<file path="config.mk">
export PLATFORM = sky130hd
export DESIGN_NAME = snap_edge_capture
export DESIGN_NICKNAME = d
export VERILOG_FILES = /design/src/rtl/snap_pkg.sv /design/src/rtl/snap_rise_det.sv /design/src/rtl/snap_arm_ctl.sv /design/src/rtl/snap_retime_pipe.sv /design/src/rtl/snap_edge_capture.sv
export SDC_FILE = /design/constraint.sdc
export NUM_CORES = 1
export LEC_CHECK = 0
export BUFFER_PORTS_ARGS = -buffer_cell sky130_fd_sc_hd__buf_2
export CAP_MARGIN = 20
export CELL_PAD_IN_SITES_DETAIL_PLACEMENT = 0
export CELL_PAD_IN_SITES_GLOBAL_PLACEMENT = 1
export CORE_AREA = 8 8 45 47
export CTS_CLUSTER_DIAMETER = 50
export DETAILED_ROUTE_END_ITERATION = 6
export DIE_AREA = 0 0 53 55
export PLACE_DENSITY_LB_ADDON = 0.15
export SLEW_MARGIN = 20
export SYNTH_ARGS = -nofsm -noshare
export SYNTH_HDL_FRONTEND = slang
export SYNTH_HIERARCHICAL = 1
export SYNTH_SLANG_ARGS = --single-unit
export TNS_END_PERCENT = 5
</file>
<file path="constraint.sdc">
create_clock -name clk_div -period 1.24 [get_ports clk_div]
set_clock_uncertainty 0.05 [all_clocks]
set_input_delay 0.248 -clock clk_div [delete_from_list [all_inputs] [get_ports clk_div]]
set_output_delay 0.248 -clock clk_div [all_outputs]
set_load 0.05 [all_outputs]
</file>
<file path="src/rtl/snap_pkg.sv">
package snap_pkg;
   typedef enum logic [1:0] {
      ST_IDLE  = 2'd0,
      ST_ARMED = 2'd1,
      ST_DONE  = 2'd2
   } snap_state_t;
endpackage

</file>
<file path="src/rtl/snap_rise_det.sv">
module snap_rise_det #(
   parameter bit RESET_LEVEL = 1'b1
) (
   input  logic clk,
   input  logic rst_n,
   input  logic lvl,
   output logic rise
);
   logic lvl_prev;

   // Previous level resets high so a reference held high through reset is not a rise.
   always_ff @(posedge clk or negedge rst_n) begin
      if (!rst_n) lvl_prev <= RESET_LEVEL;
      else        lvl_prev <= lvl;
   end

   assign rise = lvl & ~lvl_prev;
endmodule

</file>
<file path="src/rtl/snap_arm_ctl.sv">
module snap_arm_ctl
   import snap_pkg::*;
(
   input  logic clk,
   input  logic rst_n,
   input  logic rise,
   input  logic osc_edge,
   output logic capture,
   output logic cap_q,
   output logic done,
   output logic missed_q
);
   snap_state_t state_q, state_d;
   logic        armed_eff;

   // A rise arms the capture in the same tick, so the rise tick's own edge can be taken.
   assign armed_eff = (state_q == ST_ARMED) | rise;
   assign capture   = armed_eff & osc_edge;

   always_comb begin
      state_d = state_q;
      if (capture)   state_d = ST_DONE;
      else if (rise) state_d = ST_ARMED;
   end

   always_ff @(posedge clk or negedge rst_n) begin
      if (!rst_n) begin
         state_q  <= ST_IDLE;
         cap_q    <= 1'b0;
         missed_q <= 1'b0;
      end else begin
         state_q  <= state_d;
         cap_q    <= capture;
         missed_q <= rise & (state_q == ST_ARMED);
      end
   end

   assign done = (state_q == ST_DONE);
endmodule

</file>
<file path="src/rtl/snap_retime_pipe.sv">
module snap_retime_pipe #(
   parameter int LAT = 2
) (
   input  logic clk,
   input  logic rst_n,
   input  logic adv,
   input  logic sample,
   output logic pulse_q
);
   generate
      if (LAT == 1) begin : g_single
         logic stg_q;
         always_ff @(posedge clk or negedge rst_n) begin
            if (!rst_n) begin
               stg_q   <= 1'b0;
               pulse_q <= 1'b0;
            end else begin
               pulse_q <= adv & stg_q;
               if (adv) stg_q <= sample;
            end
         end
      end else begin : g_chain
         logic [LAT-1:0] stg_q;
         always_ff @(posedge clk or negedge rst_n) begin
            if (!rst_n) begin
               stg_q   <= '0;
               pulse_q <= 1'b0;
            end else begin
               pulse_q <= adv & stg_q[LAT-1];
               if (adv) stg_q <= {stg_q[LAT-2:0], sample};
            end
         end
      end
   endgenerate
endmodule

</file>
<file path="src/rtl/snap_edge_capture.sv">
module snap_edge_capture #(
   parameter int RETIME_LAT = 2,
   parameter bit REF_RESET_LEVEL = 1'b1
) (
   input  logic clk_div,
   input  logic rst_n,
   input  logic ref_dly,
   input  logic osc_edge,
   output logic cap_edge,
   output logic ref_rt,
   output logic cap_done,
   output logic edge_missed
);
   localparam int MAX_LAT = 8;

   generate
      if (RETIME_LAT < 1 || RETIME_LAT > MAX_LAT) begin : g_bad_lat
         $error("snap_edge_capture: RETIME_LAT out of range");
      end
   endgenerate

   logic rise;
   logic capture;

   snap_rise_det #(.RESET_LEVEL(REF_RESET_LEVEL)) u_rise (
      .clk   (clk_div),
      .rst_n (rst_n),
      .lvl   (ref_dly),
      .rise  (rise)
   );

   snap_arm_ctl u_arm (
      .clk      (clk_div),
      .rst_n    (rst_n),
      .rise     (rise),
      .osc_edge (osc_edge),
      .capture  (capture),
      .cap_q    (cap_edge),
      .done     (cap_done),
      .missed_q (edge_missed)
   );

   // The reference level is sampled by the captured edge itself.
   snap_retime_pipe #(.LAT(RETIME_LAT)) u_rt (
      .clk     (clk_div),
      .rst_n   (rst_n),
      .adv     (osc_edge),
      .sample  (capture & ref_dly),
      .pulse_q (ref_rt)
   );
endmodule

</file>
After elaboration in Yosys (flattened, before gate mapping). Cells that the tools add are included.

Eq/ne operators: 2. Multiplexer cells: 2. Bitwise logic cells: 7. Reduce and logical (&&, ||, !) cells: 1.

Operator list (number): $and 1x1->1 (5); $mux 2 (2); $eq 2x1->1 const B (1); $eq 2x2->1 const B (1); $reduce_bool 2->1 (1); $not 1->1 (1); $or 1x1->1 (1).

Register bits: 8. Input port bits: 4. Output and inout port bits: 4. Logic and storage cells: 18.

Depth between registers and ports, before layout. Gate-level depths: netlist of run 1.

Depth in word-level cells: 5. Mapped depth: 4. Depth with buffers taken out: 4.

Hierarchy. Netlist of run 1, hierarchy kept.

By module, submodules not included: snap_arm_ctl (instances 1, cells an instance 13, area an instance 162.7 um2); snap_retime_pipe (instances 1, cells an instance 6, area an instance 105.1 um2); snap_rise_det (instances 1, cells an instance 2, area an instance 40.0 um2); snap_edge_capture (instances 1, cells an instance 1, area an instance 6.3 um2).

Worst setup path after synthesis of run 1. OpenSTA, ideal clock, no wires.

Kind: register to register. From: register u_rise.lvl_prev. To: register u_rt.g_chain.stg_q[0]. Arrival time: 1.125 ns. Required time: 1.065 ns. Slack: -0.059 ns. Cell stages (with the launch flop): 5. Path buffers: 0. Clock period less this slack: 1.299 ns. Path through: dfstp_2 nor2b_4 o21a_1 and2_1 mux2_2.

Word-level cells in the longest chain between the ends: 5.

RTL lines: start, declared (RTL line snap_rise_det.sv:9) `logic lvl_prev;`; start signal, assigned (RTL line snap_rise_det.sv:14) `else lvl_prev <= lvl;`; $not 1->1 (RTL line snap_rise_det.sv:17) `assign rise = lvl & ~lvl_prev;`; $and 1x1->1 (RTL line snap_rise_det.sv:17); via rise (RTL line snap_edge_capture.sv:22) `logic rise;`; $or 1x1->1 (RTL line snap_arm_ctl.sv:17) `assign armed_eff = (state_q == ST_ARMED) | rise;`; $and 1x1->1 (RTL line snap_arm_ctl.sv:18) `assign capture = armed_eff & osc_edge;`; via capture (RTL line snap_edge_capture.sv:23) `logic capture;`; $and 1x1->1 (RTL line snap_edge_capture.sv:48) `.sample (capture & ref_dly),`; end signal, assigned (RTL line snap_retime_pipe.sv:30) `if (adv) stg_q <= {stg_q[LAT-2:0], sample};`; end, declared (RTL line snap_retime_pipe.sv:23) `logic [LAT-1:0] stg_q;`.

The timed path passes the listed nets, and every way through them passes these cells. A chain may end at the register's enable or synchronous reset.

Worst setup path in the final report of run 1.
From: register u_arm.state_q[0]. To: output cap_done.

Word-level cells in the longest chain between the ends: 1.

RTL lines: start, declared (RTL line snap_arm_ctl.sv:13) `snap_state_t state_q, state_d;`; start signal, assigned (RTL line snap_arm_ctl.sv:32) `state_q <= state_d;`; $eq 2x2->1 (RTL line snap_arm_ctl.sv:38) `assign done = (state_q == ST_DONE);`; end, declared (RTL line snap_edge_capture.sv:11) `output logic cap_done,`.

No other way between the ends.

==> impl_metrics.prom, run 1 <==
# TYPE chip_impl_metric gauge
chip_impl_info{name="worstReg2RegEnd",value="u_rt/g_chain.stg_q[0]"} 1
chip_impl_metric{name="synth_seq_cells",unit=""} 8
chip_impl_metric{name="synth-edff-count",unit=""} 0
chip_impl_metric{name="synth-warning-count",unit=""} 6
chip_impl_metric{name="fp-row-count",unit=""} 14
chip_impl_metric{name="post_synth_inst_count",unit=""} 22
chip_impl_metric{name="number_of_slew_limit_violations_in_the_final_report",unit=""} 0
chip_impl_metric{name="timing.hold.ws",unit="ns"} 0.0712
chip_impl_metric{name="final_layout_size_suffix_gt1_frac",unit=""} 0.568
chip_impl_info{name="critPathCaptureType",value="output port"} 1
chip_impl_info{name="cpLargestDelayFamily",value="flip-flops"} 1
chip_impl_metric{name="floorplan.die.width",unit="um"} 53
chip_impl_info{name="worstPathCellList",value="buf_6 -> and2b_2 -> buf_8"} 1
chip_impl_metric{name="slew_headroom",unit=""} 0.833
chip_impl_metric{name="floorplan.initialDensity",unit=""} 0.227
chip_impl_info{name="synth_commonest_cells",value="dfrtp_1 (7), and2_1 (2), mux2_2 (2)"} 1
chip_impl_metric{name="clock_latency_reported_for_the_late_side_of_the_worst_skew_pair",unit="ns"} 0.26
chip_impl_info{name="run_status",value="finished with violations"} 1
chip_impl_metric{name="cts.htree.levels",unit=""} 1
chip_impl_metric{name="number_of_maximum_capacitance_violations",unit=""} 0
chip_impl_metric{name="grt_start_max_net_pins",unit=""} 9
chip_impl_metric{name="fillers",unit=""} 142
chip_impl_metric{name="syn_area_per_cell",unit="um2"} 14.3
chip_impl_metric{name="buffer_ports.inserted",unit=""} 7
chip_impl_metric{name="num_antenna_cells",unit=""} 0
chip_impl_metric{name="detail_route.wl_per_cell",unit="um"} 10.7
chip_impl_metric{name="overall_die_area",unit="mm2"} 0.00292
chip_impl_metric{name="gr-usage-all-layers",unit=""} 0.0462
chip_impl_metric{name="grt_antenna_before_repair",unit=""} 0
chip_impl_info{name="netlist_top_cells_area",value="dfrtp_1 (56%), dfstp_2 (8.4%), mux2_2 (7.2%), nand2b_4 (4.4%), nor2b_4 (4.4%)"} 1
chip_impl_metric{name="finalCritPeriodShare",unit=""} 1.14
chip_impl_metric{name="worst_pin_slew",unit="ns"} 0.252
chip_impl_info{name="worstHoldEndpoint",value="u_rise/lvl_prev"} 1
chip_impl_metric{name="timing.critical_path.buf_inv",unit=""} 2
chip_impl_metric{name="fmax",unit="MHz"} 710
chip_impl_metric{name="route.vias.total",unit=""} 216
chip_impl_metric{name="wirelength",unit="um"} 567
chip_impl_info{name="min-delay-path-class",value="in -> reg"} 1
chip_impl_metric{name="chipHeight",unit="um"} 55
chip_impl_metric{name="avgViaCountPerCell",unit=""} 4.08
chip_impl_info{name="crit_type",value="reg -> out"} 1
chip_impl_metric{name="layout_min_cycle_time",unit="ns"} 1.41
chip_impl_metric{name="timing.final.hold_violations",unit=""} 0
chip_impl_metric{name="number_of_endpoints_failing_setup_at_the_final_stage",unit=""} 2
chip_impl_metric{name="synth_largest_type_area_fraction",unit=""} 0.558
chip_impl_metric{name="synth.yosys.seq_area_share",unit=""} 0.641
chip_impl_metric{name="min_delay_path_depth",unit=""} 1
chip_impl_info{name="library_cell_with_the_highest_instance_count_after_synthesis",value="dfrtp_1"} 1
chip_impl_metric{name="vdd.ir_drop.worst",unit="mV"} 0.576
chip_impl_metric{name="maximum_clock_path_buffer_count",unit=""} 2
chip_impl_info{name="cell_at_the_slowest_stage_of_the_critical_path",value="dfrtp_1"} 1
chip_impl_metric{name="drt.antenna.violating_nets",unit=""} 0
chip_impl_metric{name="arrival",unit="ns"} 1.11
chip_impl_metric{name="synthesized_nets",unit=""} 26
chip_impl_metric{name="detailedRoute.firstIterationViolations",unit=""} 0
chip_impl_metric{name="grt_pass1_vias",unit=""} 235
chip_impl_info{name="hold_crit_start",value="ref_dly"} 1
chip_impl_metric{name="placed_cell_area",unit="um2"} 388
chip_impl_info{name="synth_top_cell_by_area",value="dfrtp_1"} 1
chip_impl_metric{name="dp_hpwl",unit="um"} 430
chip_impl_metric{name="synth.cell_area",unit="um2"} 314
chip_impl_info{name="worstSetupStartpoint",value="u_arm/state_q[0]"} 1
chip_impl_info{name="cts_tree",value="yes"} 1
chip_impl_metric{name="cts-buffers-inserted",unit=""} 3
chip_impl_metric{name="ff_to_ff_path_depth",unit=""} 4
chip_impl_metric{name="reg2reg_setup_slack",unit="ns"} -0.06
chip_impl_metric{name="critical-path-max-stage-delay",unit="ns"} 0.38
chip_impl_metric{name="worst-endpoint-required",unit="ns"} 0.94
chip_impl_metric{name="crit_fanout",unit=""} 2
chip_impl_metric{name="synth-async-reset-ratio",unit=""} 1.00
chip_impl_metric{name="firstDrtPassIters",unit=""} 1
chip_impl_metric{name="worst_slack",unit="ns"} -0.168
chip_impl_metric{name="p_leak",unit="uW"} 0.000227
chip_impl_info{name="timing.critical_path.from_type",value="flip-flop"} 1
chip_impl_metric{name="path_clk_slew",unit="ns"} 0.06
chip_impl_metric{name="placeableCoreArea",unit="mm2"} 0.00138
chip_impl_info{name="rsz0062_at_grt",value="true"} 1
chip_impl_metric{name="clock-sinks",unit=""} 8
chip_impl_metric{name="overflow",unit=""} 0
chip_impl_info{name="worst_r2r_start",value="u_rise/lvl_prev"} 1
chip_impl_metric{name="ioPinCount",unit=""} 8
chip_impl_info{name="yosys_most_used_dff",value="dfrtp_1"} 1
chip_impl_info{name="violations",value="negative setup slack"} 1
chip_impl_metric{name="postLayoutCellArea",unit="um2"} 445
chip_impl_metric{name="route.detailed.drc",unit=""} 0
chip_impl_metric{name="final_net_count",unit=""} 42
chip_impl_metric{name="power.density_cell_area",unit="mW/mm2"} 1530
chip_impl_info{name="cts_root_buffer",value="clkbuf_4"} 1
chip_impl_metric{name="yosys.cell_types.count",unit=""} 14
chip_impl_metric{name="grt_first_pass_wirelength",unit="um"} 924
chip_impl_metric{name="areaGrowthSynthToFinish",unit="%"} 41.8
chip_impl_metric{name="place.gp.congestion",unit=""} 0.575
## stage by stage
stage / worst slack [ns] / util / power, uW / std cells / setup TNS, ns
final: -0.168 / 0.322 / 682 / 53 / -0.230
after global routing: -0.221 / 0.322 / 732 / 53 / -0.318
after CTS: -0.185 / 0.322 / 697 / 53 / -0.243
after detailed placement: -0.0452 / 0.280 / 445 / 47 / -0.0452
after global placement: -0.0443 / 0.280 / 440 / 47 / -0.0443
after floorplan: -0.0253 / - / 399 / 22 / -0.0253
## placed cells by master, fill, tap and decap left out
cell           n
nor2b_4        1
nor2b_2        1
and2b_2        1
nor2_1         1
mux2_4         1
buf_4          2
clkbuf_4       3
mux2_2         1
nand2_1        1
clkbuf_1       1
dlygate4sd3_1  1
and2_1         2
o21ai_0        1
dfrtp_1        7
and2_2         1
buf_2          6
buf_6          1
o21a_1         1
a21oi_1        1
buf_8          1
nand2b_4       1
dfstp_2        1
## report_power, final
part | leakage [uW] | total, uW | internal [uW] | switching, uW
registers | 0.000102 | 304 | 287 | 16.6
logic | 0.000110 | 167 | 79.7 | 87.6
clock network | 0.0000150 | 211 | 123 | 88.2
## state kept, by name, summed over array words and instances (netlist names)
| register | flops |
|---|---|
| u_rt/g_chain.stg_q | 2 |
| u_rise/lvl_prev | 1 |
| u_arm/cap_q | 1 |
| u_arm/missed_q | 1 |
| u_rt/pulse_q | 1 |
| u_arm/state_q | 2 |
## metal layers
| metal | vias up | GRT usage | part of all wire |
|---|---|---|---|
| met5 | - | 0 | 0 |
| met3 | 0 | 0.0481 | 0.15 |
| met2 | 10 | 0.0625 | 0.44 |
| met4 | 0 | 0.0129 | 0 |
| li1 | 101 | - | - |
| met1 | 105 | 0.0478 | 0.41 |
## worst reg2reg max path, delay by kind of cell, from the launching register on
| family | cells | cell delay [ns] |
|---|---|---|
| AO/OA/AOI/OAI | 1 | 0.18 |
| flip-flops | 1 | 0.54 |
| multiplexers | 1 | 0.25 |
| AND/OR/NAND/NOR | 2 | 0.17 |
## how the worst max path moves through the flow
stage | end | cells past startpoint
floorplan | u_rt/g_chain.stg_q[0] | 4
global placement | u_rt/g_chain.stg_q[0] | 4
detailed placement | u_rt/g_chain.stg_q[0] | 4
CTS | cap_done | 3
global route | cap_done | 3
finish | cap_done | 3
## layout make-up
| class | instances | area (um2) | area share |
|---|---|---|---|
| Timing Repair Buffer | 11 | 81.3 | 0.183 |
| Multi-Input combinational cell | 14 | 116 | 0.261 |
| Sequential cell | 8 | 201 | 0.452 |
| Clock buffer | 4 | 26.3 | 0.0590 |
| Tap cell | 16 | 20.0 | 0.0449 |
## timing repair
item	4_1_cts	5_1_grt
endpoints found under the setup margin	2	2
endpoints found under the hold margin	8	0
resized for setup	4	0
pin swaps	0	1
hold buffers	1	0
setup buffers	1	0
## kinds of logic (layout without fill, tap and decap cells)
| group | count (synthesis) | after routing | synth area share |
|---|---|---|---|
| mux | 2 | 2 | 0.0717 |
| buf+inv | 0 | 15 | 0 |
| flops | 8 | 8 | 0.641 |
| compound gates | 3 | 3 | 0.0558 |
| simple gates | 9 | 9 | 0.231 |
No activity file was read; power rests on OpenSTA's default activity.
==> run 2, diff against run 1 <==
--- a/config.mk
+++ b/config.mk
@@ -5,7 +5,6 @@
 export SDC_FILE = /design/constraint.sdc
 export NUM_CORES = 1
 export LEC_CHECK = 0
-export BUFFER_PORTS_ARGS = -buffer_cell sky130_fd_sc_hd__buf_2
 export CAP_MARGIN = 20
 export CELL_PAD_IN_SITES_DETAIL_PLACEMENT = 0
 export CELL_PAD_IN_SITES_GLOBAL_PLACEMENT = 1
@@ -13,6 +12,7 @@
 export CTS_CLUSTER_DIAMETER = 50
 export DETAILED_ROUTE_END_ITERATION = 6
 export DIE_AREA = 0 0 53 55
+export DONT_BUFFER_PORTS = 1
 export PLACE_DENSITY_LB_ADDON = 0.15
 export SLEW_MARGIN = 20
 export SYNTH_ARGS = -nofsm -noshare
==> impl_metrics.prom, run 2 (synthesized netlist as in run 1, its figures left out) <==
# TYPE chip_impl_metric gauge
chip_impl_metric{name="cts-buffers-inserted",unit=""} 3
chip_impl_metric{name="number_of_endpoints_failing_setup_at_the_final_stage",unit=""} 2
chip_impl_metric{name="wirelength_met1",unit="um"} 219
chip_impl_info{name="cell_at_the_slowest_stage_of_the_critical_path",value="dfrtp_1"} 1
chip_impl_info{name="cpLargestDelayFamily",value="flip-flops"} 1
chip_impl_metric{name="met2_length",unit="um"} 239
chip_impl_metric{name="ioPinCount",unit=""} 8
chip_impl_metric{name="num_antenna_cells",unit=""} 0
chip_impl_metric{name="route.detailed.drc",unit=""} 0
chip_impl_metric{name="p_leak",unit="uW"} 0.000206
chip_impl_metric{name="floorplan.initialDensity",unit=""} 0.227
chip_impl_metric{name="wl_met3",unit="um"} 101
chip_impl_info{name="topRoutingLayerUsed",value="met3"} 1
chip_impl_metric{name="clock_latency_reported_for_the_late_side_of_the_worst_skew_pair",unit="ns"} 0.26
chip_impl_metric{name="fmax",unit="MHz"} 721
chip_impl_metric{name="swShare",unit=""} 0.279
chip_impl_metric{name="firstDrtPassIters",unit=""} 1
chip_impl_metric{name="fp-row-count",unit=""} 14
chip_impl_metric{name="grt_start_max_net_pins",unit=""} 9
chip_impl_metric{name="power.share.combinational",unit=""} 0.190
chip_impl_metric{name="drt.antenna.violating_nets",unit=""} 0
chip_impl_metric{name="grt_first_pass_wirelength",unit="um"} 897
chip_impl_metric{name="arrival",unit="ns"} 1.09
chip_impl_metric{name="clock_group_share_of_total_power",unit=""} 0.321
chip_impl_metric{name="final_net_count",unit=""} 38
chip_impl_info{name="cts_tree",value="yes"} 1
chip_impl_metric{name="worst_pin_slew",unit="ns"} 0.455
chip_impl_metric{name="chipHeight",unit="um"} 55
chip_impl_metric{name="maximum_clock_path_buffer_count",unit=""} 2
chip_impl_metric{name="number_of_slew_limit_violations_in_the_final_report",unit=""} 0
chip_impl_metric{name="power_frac_seq",unit=""} 0.489
chip_impl_info{name="final_common_cell",value="dfrtp_1"} 1
chip_impl_info{name="timing.critical_path.from_type",value="flip-flop"} 1
chip_impl_metric{name="worst_slack",unit="ns"} -0.147
chip_impl_metric{name="overall_die_area",unit="mm2"} 0.00292
chip_impl_metric{name="dpl_ws",unit="ns"} -0.0450
chip_impl_metric{name="buffer_ports.inserted",unit=""} 0
chip_impl_info{name="min-delay-path-class",value="in -> reg"} 1
chip_impl_metric{name="timing.critical_path.buf_inv",unit=""} 1
chip_impl_metric{name="power.density_cell_area",unit="mW/mm2"} 1570
chip_impl_metric{name="worst-endpoint-required",unit="ns"} 0.94
chip_impl_metric{name="placeableCoreArea",unit="mm2"} 0.00138
chip_impl_info{name="critPathCaptureType",value="output port"} 1
chip_impl_info{name="worstPathCellList",value="buf_6 -> and2b_4"} 1
chip_impl_info{name="crit_type",value="reg -> out"} 1
chip_impl_metric{name="grt_antenna_before_repair",unit=""} 0
chip_impl_metric{name="avgViaCountPerCell",unit=""} 4.16
chip_impl_metric{name="placed_cell_area",unit="um2"} 360
chip_impl_metric{name="final_layout_size_suffix_gt1_frac",unit=""} 0.485
chip_impl_metric{name="postLayoutCellArea",unit="um2"} 427
chip_impl_info{name="violations",value="negative setup slack"} 1
chip_impl_metric{name="detailedRoute.firstIterationViolations",unit=""} 0
chip_impl_metric{name="overflow",unit=""} 0
chip_impl_metric{name="floorplan.die.width",unit="um"} 53
chip_impl_metric{name="p_switching",unit="uW"} 187
chip_impl_metric{name="reg2reg_setup_slack",unit="ns"} -0.05
chip_impl_info{name="rsz0062_at_grt",value="true"} 1
chip_impl_metric{name="wirelength",unit="um"} 560
chip_impl_info{name="cts_root_buffer",value="clkbuf_4"} 1
chip_impl_metric{name="layout_min_cycle_time",unit="ns"} 1.39
chip_impl_metric{name="timing.hold.ws",unit="ns"} 0.0194
chip_impl_metric{name="grt_pass1_vias",unit=""} 213
chip_impl_info{name="run_status",value="finished with violations"} 1
chip_impl_metric{name="place.gp.congestion",unit=""} 0.629
chip_impl_metric{name="critical-path-max-stage-delay",unit="ns"} 0.38
chip_impl_metric{name="number_of_maximum_capacitance_violations",unit=""} 0
chip_impl_metric{name="internal_power",unit="uW"} 481
chip_impl_metric{name="slew_headroom",unit=""} 0.697
chip_impl_metric{name="crit_fanout",unit=""} 2
chip_impl_metric{name="cts.htree.levels",unit=""} 1
chip_impl_info{name="mostFrequentLayoutCells",value="dfrtp_1 (7), buf_4 (4), clkbuf_4 (3)"} 1
chip_impl_metric{name="detail_route.wl_per_cell",unit="um"} 11.4
chip_impl_metric{name="gr-usage-all-layers",unit=""} 0.0473
chip_impl_metric{name="vdd.ir_drop.worst",unit="mV"} 0.441
chip_impl_metric{name="place.detailed.instances",unit=""} 41
chip_impl_metric{name="timing.final.hold_violations",unit=""} 0
chip_impl_metric{name="areaGrowthSynthToFinish",unit="%"} 35.9
chip_impl_metric{name="final-instance-count-excl-fill",unit=""} 49
chip_impl_metric{name="clock-sinks",unit=""} 8
chip_impl_metric{name="finalCritPeriodShare",unit=""} 1.12
chip_impl_metric{name="path_clk_slew",unit="ns"} 0.06
chip_impl_info{name="largestRegisters",value="u_arm/state_q x2, u_rt/g_chain.stg_q x2"} 1
chip_impl_metric{name="route.vias.total",unit=""} 204
-- run 2: cell types whose count changed in the layout (fill, tap and decap cells not counted), sizes merged --
cell and change:
dlygate4sd3 +1, buf -5
-- run 2: path summary, 6_finish.rpt --
path / startpoint / endpoint / depth (start not counted)
min reg2reg: u_rt/g_chain.stg_q[1] / u_rt/pulse_q / 1
max in group asynchronous: rst_n / u_rise/lvl_prev / 1
max: u_arm/state_q[0] / cap_done / 2
max reg2reg: u_rise/lvl_prev / u_rt/g_chain.stg_q[0] / 4
min: osc_edge / u_arm/state_q[0] / 1
min in group asynchronous: rst_n / u_arm/missed_q / 1
-- run 2: cell type report --
cell class | count | area [um2]
multi-input combinational | 14 | 118
fill | 145 | 957
timing repair buffer | 7 | 61.3
tap | 16 | 20.0
clock buffer | 4 | 26.3
sequential | 8 | 201
-- run 2: metrics by stage --
step / power [uW] / setup TNS (ns) / utilization
6_report: 668 / -0.196 / 0.308
5_1_grt: 704 / -0.274 / 0.308
4_1_cts: 680 / -0.225 / 0.303
3_5_place_dp: 425 / -0.0450 / 0.260
3_3_place_gp: 422 / -0.0469 / 0.260
2_1_floorplan: 399 / -0.0253 / -
-- run 2: timing repair --
action	4_1_cts	5_1_grt
hold endpoints to repair	9	0
hold buffers	2	0
setup endpoints to repair	2	2
buffers inserted	1	1
gates resized for setup	2	0
cloned	0	0
-- run 2: layer usage --
metal | track usage | vias up
met5 | 0 | -
met4 | 0.0259 | 0
met3 | 0.0561 | 0
met2 | 0.0586 | 9
met1 | 0.0448 | 101
li1 | - | 94
-- run 2: power by group through the flow --
stage          combinational, uW  clock (uW)  sequential (uW)
2_1_floorplan               71.2           0              328
3_3_place_gp                92.6           0              329
3_5_place_dp                94.4           0              330
4_1_cts                      121         232              327
5_1_grt                      138         236              330
6_report                     127         214              326
==> run 3, diff against run 2 <==
==> constraint.sdc (replaced) <==
create_clock -name clk_div -period 1.6 [get_ports clk_div]
set_clock_uncertainty 0.05 [all_clocks]
set_input_delay 0.32 -clock clk_div [delete_from_list [all_inputs] [get_ports clk_div]]
set_output_delay 0.32 -clock clk_div [all_outputs]
set_load 0.05 [all_outputs]
==> impl_metrics.prom, run 3 (synthesized netlist as in run 1, its figures left out) <==
# TYPE chip_impl_metric gauge
chip_impl_metric{name="number_of_slew_limit_violations_in_the_final_report",unit=""} 0
chip_impl_metric{name="clock_latency_reported_for_the_late_side_of_the_worst_skew_pair",unit="ns"} 0.25
chip_impl_metric{name="overflow",unit=""} 0
chip_impl_info{name="critPathCaptureType",value="output port"} 1
chip_impl_info{name="rsz0062_at_grt",value="false"} 1
chip_impl_metric{name="gr-usage-all-layers",unit=""} 0.0439
chip_impl_metric{name="grt_antenna_before_repair",unit=""} 0
chip_impl_metric{name="vdd.ir_drop.worst",unit="mV"} 0.292
chip_impl_metric{name="drt.antenna.violating_nets",unit=""} 0
chip_impl_metric{name="maximum_clock_path_buffer_count",unit=""} 2
chip_impl_metric{name="number_of_endpoints_failing_setup_at_the_final_stage",unit=""} 0
chip_impl_metric{name="timing.final.hold_violations",unit=""} 0
chip_impl_info{name="hold_crit_start",value="ref_dly"} 1
chip_impl_info{name="run_status",value="finished, final reports clean"} 1
chip_impl_metric{name="chipHeight",unit="um"} 55
chip_impl_info{name="worstPathCellList",value="and2b_2"} 1
chip_impl_info{name="worst_r2r_start",value="u_rise/lvl_prev"} 1
chip_impl_metric{name="route.detailed.drc",unit=""} 0
chip_impl_metric{name="slew_headroom",unit=""} 0.695
chip_impl_metric{name="avgViaCountPerCell",unit=""} 3.86
chip_impl_metric{name="place.gp.congestion",unit=""} 0.625
chip_impl_metric{name="grt_pass1_vias",unit=""} 179
chip_impl_metric{name="final_net_count",unit=""} 32
chip_impl_metric{name="power.density_cell_area",unit="mW/mm2"} 1300
chip_impl_metric{name="detail_route.wl_per_cell",unit="um"} 11.6
chip_impl_info{name="cpLargestDelayFamily",value="flip-flops"} 1
chip_impl_metric{name="floorplan.die.width",unit="um"} 53
chip_impl_info{name="cts_root_buffer",value="clkbuf_4"} 1
chip_impl_info{name="crit_type",value="reg -> out"} 1
chip_impl_metric{name="fmax",unit="MHz"} 720
chip_impl_metric{name="critical-path-max-stage-delay",unit="ns"} 0.39
chip_impl_metric{name="clock-sinks",unit=""} 8
chip_impl_info{name="cts_tree",value="yes"} 1
chip_impl_metric{name="fin_tns_setup",unit="ns"} 0
chip_impl_metric{name="route.vias.total",unit=""} 166
chip_impl_metric{name="buffer_ports.inserted",unit=""} 0
chip_impl_info{name="mostFrequentLayoutCells",value="dfrtp_1 (7), clkbuf_4 (3), and2_1 (2), mux2_2 (2)"} 1
chip_impl_metric{name="wirelength",unit="um"} 498
chip_impl_metric{name="ioPinCount",unit=""} 8
chip_impl_metric{name="cts.repair_timing.setup_buffer_count",unit=""} 0
chip_impl_metric{name="grt_first_pass_wirelength",unit="um"} 828
chip_impl_metric{name="post-route-util",unit=""} 0.268
chip_impl_metric{name="finalCritPeriodShare",unit=""} 0.868
chip_impl_metric{name="total_power",unit="uW"} 480
chip_impl_metric{name="crit_fanout",unit=""} 4
chip_impl_metric{name="cts-buffers-inserted",unit=""} 3
chip_impl_info{name="largestRegisters",value="u_arm/state_q x2, u_rt/g_chain.stg_q x2"} 1
chip_impl_metric{name="floorplan.initialDensity",unit=""} 0.227
chip_impl_metric{name="layout_min_cycle_time",unit="ns"} 1.39
chip_impl_info{name="cell_at_the_slowest_stage_of_the_critical_path",value="dfrtp_1"} 1
chip_impl_metric{name="worst_pin_slew",unit="ns"} 0.458
chip_impl_metric{name="fp-row-count",unit=""} 14
chip_impl_info{name="timing.critical_path.from_type",value="flip-flop"} 1
chip_impl_metric{name="areaGrowthSynthToFinish",unit="%"} 17.9
chip_impl_metric{name="num_antenna_cells",unit=""} 0
chip_impl_metric{name="placeableCoreArea",unit="mm2"} 0.00138
chip_impl_metric{name="path_clk_slew",unit="ns"} 0.05
chip_impl_metric{name="final_layout_size_suffix_gt1_frac",unit=""} 0.407
chip_impl_metric{name="arrival",unit="ns"} 1.02
chip_impl_info{name="min-delay-path-class",value="in -> reg"} 1
chip_impl_metric{name="number_of_maximum_capacitance_violations",unit=""} 0
chip_impl_metric{name="p_leak",unit="uW"} 0.000173
chip_impl_metric{name="worst-endpoint-required",unit="ns"} 1.23
chip_impl_metric{name="firstDrtPassIters",unit=""} 3
chip_impl_metric{name="overall_die_area",unit="mm2"} 0.00292
chip_impl_metric{name="detailedRoute.firstIterationViolations",unit=""} 3
chip_impl_metric{name="grt_start_max_net_pins",unit=""} 9
chip_impl_metric{name="cts.htree.levels",unit=""} 1
chip_impl_metric{name="timing.critical_path.buf_inv",unit=""} 0
chip_impl_info{name="worstSetupStartpoint",value="u_arm/state_q[0]"} 1
chip_impl_info{name="final_common_cell",value="dfrtp_1"} 1
## run 3: report_power, final
part	total, uW	internal [uW]	switching, uW
logic	62.3	26.5	35.8
clock network	164	95.4	68.6
registers	254	222	31.4
## run 3: repair_timing
action                                 in CTS  in global routing
gates resized for setup                     0                  0
endpoints found under the hold margin       8                  0
setup endpoints to repair                   0                  0
hold buffers                                1                  0
## run 3: layout make-up
cell class                      count  area [um2]
Multi-Input combinational cell     14         113
Timing Repair Buffer                1        10.0
Tap cell                           16        20.0
Clock buffer                        4        26.3
Fill cell                         150        1010
Sequential cell                     8         201
## run 3: layer usage
layer / track usage / up-vias / share of wire
met5: 0 / - / 0
met4: 0.0517 / 0 / 0.016
met3: 0.0348 / 2 / 0.16
met2: 0.0547 / 7 / 0.41
met1: 0.0416 / 74 / 0.41
li1: - / 83 / -
## run 3: worst paths after layout
path                       cells after the start               endpoint  slack, ns
setup reg to reg                               4  u_rt/g_chain.stg_q[0]       0.28
hold reg to reg                                1           u_rt/pulse_q       0.45
setup / recovery                               1               cap_done       0.21
min in group asynchronous                      1         u_arm/missed_q       0.36
hold / removal                                 0        u_rise/lvl_prev       0.02
max in group asynchronous                      1        u_rise/lvl_prev       0.83
## run 3: per-stage QoR
step | setup slack, ns | area [um2] | hold slack (ns) | cells
3_3_place_gp | 0.268 | 334 | -0.0253 | 38
3_5_place_dp | 0.274 | 334 | -0.0253 | 38
6_report | 0.212 | 370 | 0.0202 | 43
5_1_grt | 0.167 | 370 | 0.00141 | 43
2_1_floorplan | 0.301 | 314 | -0.0256 | 22
4_1_cts | 0.192 | 370 | 0.00547 | 43
